<file path="src/rtl/tagged_stream_parser.sv">
module tagged_stream_parser #(
  parameter logic [7:0] SYNC_HI = 8'hA5,
  parameter logic [7:0] SYNC_LO = 8'h5A,
  parameter int DROP_W = 16
) (
  input  logic              clk,
  input  logic              rst_n,
  input  logic [7:0]        in_data,
  input  logic              in_valid,
  output logic              in_ready,
  output logic [7:0]        out_data,
  output logic              out_valid,
  input  logic              out_ready,
  output logic [7:0]        cmd_byte,
  output logic              cmd_valid,
  output logic              img_start,
  output logic              img_end,
  output logic              img_open,
  output logic [DROP_W-1:0] drop_count
);

  localparam logic [7:0] TAG_DATA = 8'h00;
  localparam logic [7:0] TAG_CMD  = 8'h01;
  localparam logic [7:0] CMD_SOI  = 8'h10;
  localparam logic [7:0] CMD_EOI  = 8'h11;

  typedef enum logic [2:0] {HUNT_A, HUNT_B, GET_TAG, GET_LEN, PAYLOAD} st_t;

  st_t        st;
  logic       is_cmd;
  logic [7:0] left;
  logic       take;

  assign in_ready = !out_valid || out_ready;
  assign take     = in_valid && in_ready;

  always_ff @(posedge clk) begin
    if (!rst_n) begin
      st         <= HUNT_A;
      is_cmd     <= 1'b0;
      left       <= '0;
      out_data   <= '0;
      out_valid  <= 1'b0;
      cmd_byte   <= '0;
      cmd_valid  <= 1'b0;
      img_start  <= 1'b0;
      img_end    <= 1'b0;
      img_open   <= 1'b0;
      drop_count <= '0;
    end else begin
      cmd_valid <= 1'b0;
      img_start <= 1'b0;
      img_end   <= 1'b0;
      if (out_valid && out_ready) out_valid <= 1'b0;
      if (take) begin
        case (st)
          HUNT_A: if (in_data == SYNC_HI) st <= HUNT_B;
          HUNT_B: begin
            if (in_data == SYNC_LO)      st <= GET_TAG;
            else if (in_data != SYNC_HI) st <= HUNT_A;
          end
          GET_TAG: begin
            if (in_data == TAG_DATA) begin
              is_cmd <= 1'b0;
              st     <= GET_LEN;
              if (!img_open) drop_count <= drop_count + 1'b1;
            end else if (in_data == TAG_CMD) begin
              is_cmd <= 1'b1;
              st     <= GET_LEN;
            end else begin
              st <= HUNT_A;
            end
          end
          GET_LEN: begin
            left <= in_data;
            if (in_data == 8'd0) st <= HUNT_A;
            else                 st <= PAYLOAD;
          end
          PAYLOAD: begin
            left <= left - 8'd1;
            if (left == 8'd1) st <= HUNT_A;
            if (is_cmd) begin
              cmd_valid <= 1'b1;
              cmd_byte  <= in_data;
              if (in_data == CMD_SOI) begin
                img_open  <= 1'b1;
                img_start <= 1'b1;
              end else if (in_data == CMD_EOI && img_open) begin
                img_open <= 1'b0;
                img_end  <= 1'b1;
              end
            end else if (img_open) begin
              out_valid <= 1'b1;
              out_data  <= in_data;
            end
          end
          default: st <= HUNT_A;
        endcase
      end
    end
  end

  a_r9_hold_output: assert property (@(posedge clk) disable iff (!rst_n)
    out_valid && !out_ready |=> out_valid && $stable(out_data));

  a_r9_stall_input: assert property (@(posedge clk) disable iff (!rst_n)
    out_valid && !out_ready |-> !in_ready);

  a_r7_start_opens: assert property (@(posedge clk) disable iff (!rst_n)
    img_start |-> img_open);

  a_r7_end_closes: assert property (@(posedge clk) disable iff (!rst_n)
    img_end |-> !img_open);

  a_r7_single_event: assert property (@(posedge clk) disable iff (!rst_n)
    $onehot0({img_start, img_end}));

  a_r8_forward_only_open: assert property (@(posedge clk) disable iff (!rst_n)
    $rose(out_valid) |-> img_open);

endmodule

</file>
<file path="config.mk">
export PLATFORM = sky130hd
export DESIGN_NAME = tagged_stream_parser
export DESIGN_NICKNAME = d
export VERILOG_FILES = /design/src/rtl/tagged_stream_parser.sv
export SDC_FILE = /design/constraint.sdc
export NUM_CORES = 1
export LEC_CHECK = 0
export BUFFER_PORTS_ARGS = -buffer_cell sky130_fd_sc_hd__buf_2
export CAP_MARGIN = 0
export CORE_MARGIN = 3
export CORE_UTILIZATION = 50
export DETAILED_ROUTE_END_ITERATION = 16
export PLACE_DENSITY_LB_ADDON = 0.15
export SYNTH_ARGS = -nofsm -noshare
export SYNTH_HDL_FRONTEND = slang
export SYNTH_SLANG_ARGS = --single-unit
export TNS_END_PERCENT = 30
</file>
<file path="constraint.sdc">
create_clock -name clk -period 3.15 [get_ports clk]
set_input_delay 0.315 -clock clk [delete_from_list [all_inputs] [get_ports clk]]
set_output_delay 0.315 -clock clk [all_outputs]
set_load 0.05 [all_outputs]
</file>
==> results.md <==
- The flow ran to the end, and the final reports show no timing, DRC or antenna violations.
- The routed wirelength normalized by instance count is 14.96 um.
- The data required time at the worst endpoint is 3390 ps.
- The first-pass GRT wire length is 9252 um.
- Yosys printed 0 warnings.
- The average cell area after synthesis is 8.473 sq um.
- The delay of the slowest critical-path stage is 660 ps.
- The total of hold buffers inserted after clock tree synthesis is 0.
- The number of DRC violations after detailed routing is 0.
- The overall overflow remaining after global route is 0.
- Setup repair after global routing left no endpoint under its margin.
- The total setup violations reported at the end of the flow is 0.
- Summing all flip-flop and latch instances after layout gives 980.9 sq um.
- Compared with the post-synthesis result, the final layout area differs by 14.98%.
- The mapped cell area is 2381 sq um.
- The number of antenna diodes in the final layout is 0.
- In this run, distinct cell masters in the synthesized netlist total 50.
- The kind of path behind the tightest hold check is primary input to register.
- The kind of end point of the critical path is a register.
- The count of cells resized by post-cts repair is 0.
- The width of the die is 75.01 um.
- The global-route usage over all layers is 0.2115.
- The number of clock buffers added by TritonCTS is 5.
- In the layout the commonest cells are 49 x sky130_fd_sc_hd__dfxtp_1, 49 x sky130_fd_sc_hd__buf_2, 42 x sky130_fd_sc_hd__nor2_1.
- The via count of the first global-routing pass came to 1923.
- Across the run, the number of max-cap violations was 0.
- The measured slew at the worst slew-check pin is 680.3 ps.
- The post-synthesis compound-gate area fraction is 0.1513.
- The final layout contains 340 nets.
- Counting the fill cells in the layout gives 397.
- The startpoint type of the worst setup path is a register.
- Post-CTS timing repair inserted 0 buffers for setup.
- The detailed router placed 2153 vias in this run.
- The worst path needs 2216 ps of the cycle, external delays included.
- Clock-pin slew was measured on the worst setup and hold paths at 90 ps.
- Of the cells placed in the final design, the portion with a size suffix greater than 1 is 0.2369.
- At the end of routability-driven placement, the weighted congestion stood at 0.8447.
- The maximum fanout along the worst path is 10.
- The multi-input combinational cell area is 1281 sq um.
- The maximum level of the CTS H-tree is 2.
- The clock tree from TritonCTS is done.
- Measured against its own limit, the worst slew margin works out to 0.5441.
- In the routed layout, each cell is associated on average with a via count of 5.711.
- Entering global routing, the biggest net connects 19 pins.
- The final number of hold-violating endpoints is 0.
- Synthesis handed over a netlist of 281 instances.
- The y dimension of the die is 75.01 um.
- The initial antenna violation count is 0.
- The number of placed cells counting well taps is 370.
- Before CTS, the worst setup slack after placement is 970.5 ps.
- The worst endpoint data arrival time is 2450 ps.
- The DRC violation total after the first TritonRoute iteration is 151.
- The clock arrives with 9.737 ps of skew.
- The portion of synthesized area spent on multiplexers is 0.07567.
- The commonest register cell after synthesis is sky130_fd_sc_hd__dfxtp_1.
- The total count of max-transition violations in the final report is 0.
- The signal on the critical path passes through nor3b_4 -> nand4_2 -> or4_1 -> or4_1 -> a21oi_1.
- In this run the clock root is driven by a sky130_fd_sc_hd__clkbuf_8.
- CTS saw 49 sinks.
- Of the available clock period, the critical path in the final layout requires 0.7035.
- Across the VDD grid, the largest voltage drop is 0.3038 mV.
- The number of nets handed over by synthesis was 296.
- The number of rows in the core area is 24.
- By area, the combinational part of the netlist is dominated by simple AND/OR/NAND/NOR gates.
- The die covers 5626 sq um.
- The post-detailed-placement half-perimeter wirelength is 4028 um.
- The share of flip-flops with an asynchronous set or reset after synthesis is 0.
- The finished layout holds 377 standard cells, fillers aside.
- The total chip power is 1.043 mW.
- Of the total synthesized cell area, the portion taken by full adders, half adders and majority gates is 0.01576.
- The number of flip-flops and latches in the synthesized netlist is 49.
- The routed design has 5640 um of wire.
- After routing, the total negative slack on setup checks comes to 0 ps.
- Power spread over the standard cell area amounts to 381.1 nW/um^2.
- The cell at the slowest stage of the critical path is sky130_fd_sc_hd__or4_1.
- Timing would allow up to 0.4513 GHz.
- For this run, the detailed router's first-pass iteration total came to 4.
- The latest clock arrival within the worst-skew pair is 300 ps.
- The core region is 4474 sq um.
- The count of nets left with antenna violations once routing finished came out at 0.
- The share of the Yosys chip area taken by registers is 0.4120.
- The xor and xnor fraction of the mapped netlist area is 0.01839.
- The library cell appearing most often on the critical path is sky130_fd_sc_hd__or4_1.
- In this run the tool buffered the top-level ports with 49 buffer cells.
- Across all setup checks in the final design, the least slack found is 934.0 ps.
- The maximum count of clock buffers along a single path is 2.
- For this configuration, the core starts out at a cell density of 0.5322.
- Yosys mapped a number of flops with a built-in enable equal to 0.
- The critical path in this run is classified as register to register.
- The reported leakage power is 1.175 nW.
- Of the total synthesized cell area, the portion taken by AND, OR, NAND and NOR gates is 0.2769.
- For this design the top-level I/O count stands at 50.
## worst paths after layout
check / from / to / slack, ps / depth (start not counted)
setup / recovery: st[1]$_SDFFE_PN0P_ / drop_count[15]$_SDFFE_PN0P_ / 930 / 5
hold / removal: in_data[4] / out_data[4]$_SDFFE_PN0P_ / 340 / 3
setup reg to reg: st[1]$_SDFFE_PN0P_ / drop_count[15]$_SDFFE_PN0P_ / 930 / 5
hold reg to reg: drop_count[15]$_SDFFE_PN0P_ / drop_count[15]$_SDFFE_PN0P_ / 490 / 2
## state kept, by name, indices dropped and copies added (netlist names)
name,count
left,8
out_valid,1
img_end,1
img_start,1
img_open,1
is_cmd,1
cmd_valid,1
drop_count,16
cmd_byte,8
st,3
out_data,8
## Yosys cell counts (3+ instances only)
master	count	area (sq um)
sky130_fd_sc_hd__a21oi_1	21	105.1
sky130_fd_sc_hd__inv_1	9	33.78
sky130_fd_sc_hd__a31oi_1	3	18.77
sky130_fd_sc_hd__xnor2_1	5	43.79
sky130_fd_sc_hd__nor4_1	9	56.30
sky130_fd_sc_hd__nand3_1	7	35.03
sky130_fd_sc_hd__or3_1	8	50.05
sky130_fd_sc_hd__nor2_1	42	157.7
sky130_fd_sc_hd__or4_1	4	30.03
sky130_fd_sc_hd__nand2_1	17	63.81
sky130_fd_sc_hd__dfxtp_1	49	980.9
sky130_fd_sc_hd__o21ai_0	13	65.06
sky130_fd_sc_hd__ha_1	3	37.54
sky130_fd_sc_hd__nand4_1	6	37.54
sky130_fd_sc_hd__nor3_1	9	45.04
sky130_fd_sc_hd__mux2i_1	18	180.2
sky130_fd_sc_hd__clkbuf_1	13	48.80
## worst max-delay path: cells and delay by family, from the launching register on
family	cells	cell delay (ps)
flip-flops	1	500
AO/OA/AOI/OAI	1	140
AND/OR/NAND/NOR	4	1520
## through the flow
step           area (sq um)  utilization  hold WS (ps)
3_3_place_gp           2648       0.5917         466.9
5_1_grt                2738       0.6119         361.4
2_1_floorplan          2381            -         458.9
6_report               2738       0.6119         341.7
4_1_cts                2738       0.6119         334.4
3_5_place_dp           2648       0.5917         474.7
## final cells by class
class                      instances  area share
tap                               52     0.02377
clock buffer                       6     0.03016
sequential                        49      0.3583
inverter                          10     0.01371
timing repair buffer              54      0.1033
multi-input combinational        205      0.4680
clock inverter                     1    0.002742
## per-layer routing
layer | vias to the layer above | part of all wire | routed length, um | global-route usage
met4 | 0 | 0.0085 | 48 | 0.05336
met3 | 4 | 0.051 | 288 | 0.03071
met1 | 990 | 0.49 | 2761 | 0.3066
li1 | 1091 | - | - | -
met5 | - | 0 | 0 | 0
met2 | 68 | 0.45 | 2540 | 0.3308
## report_power, final
| part | internal (mW) | switching, mW |
|---|---|---|
| sequential | 0.619 | 0.000540 |
| clock | 0.174 | 0.200 |
| combinational | 0.0151 | 0.0350 |
## cells by family (layout without fill, tap and decap cells)
| family | after synthesis | after routing |
|---|---|---|
| multiplexers | 18 | 18 |
| flip-flops | 49 | 49 |
| AO/OA/AOI/OAI | 57 | 57 |
| adder cells (fa/ha/maj) | 3 | 3 |
| AND/OR/NAND/NOR | 122 | 122 |
| XOR/XNOR | 5 | 5 |
| buffers and inverters | 27 | 71 |
No activity file was read; power rests on OpenSTA's default activity.
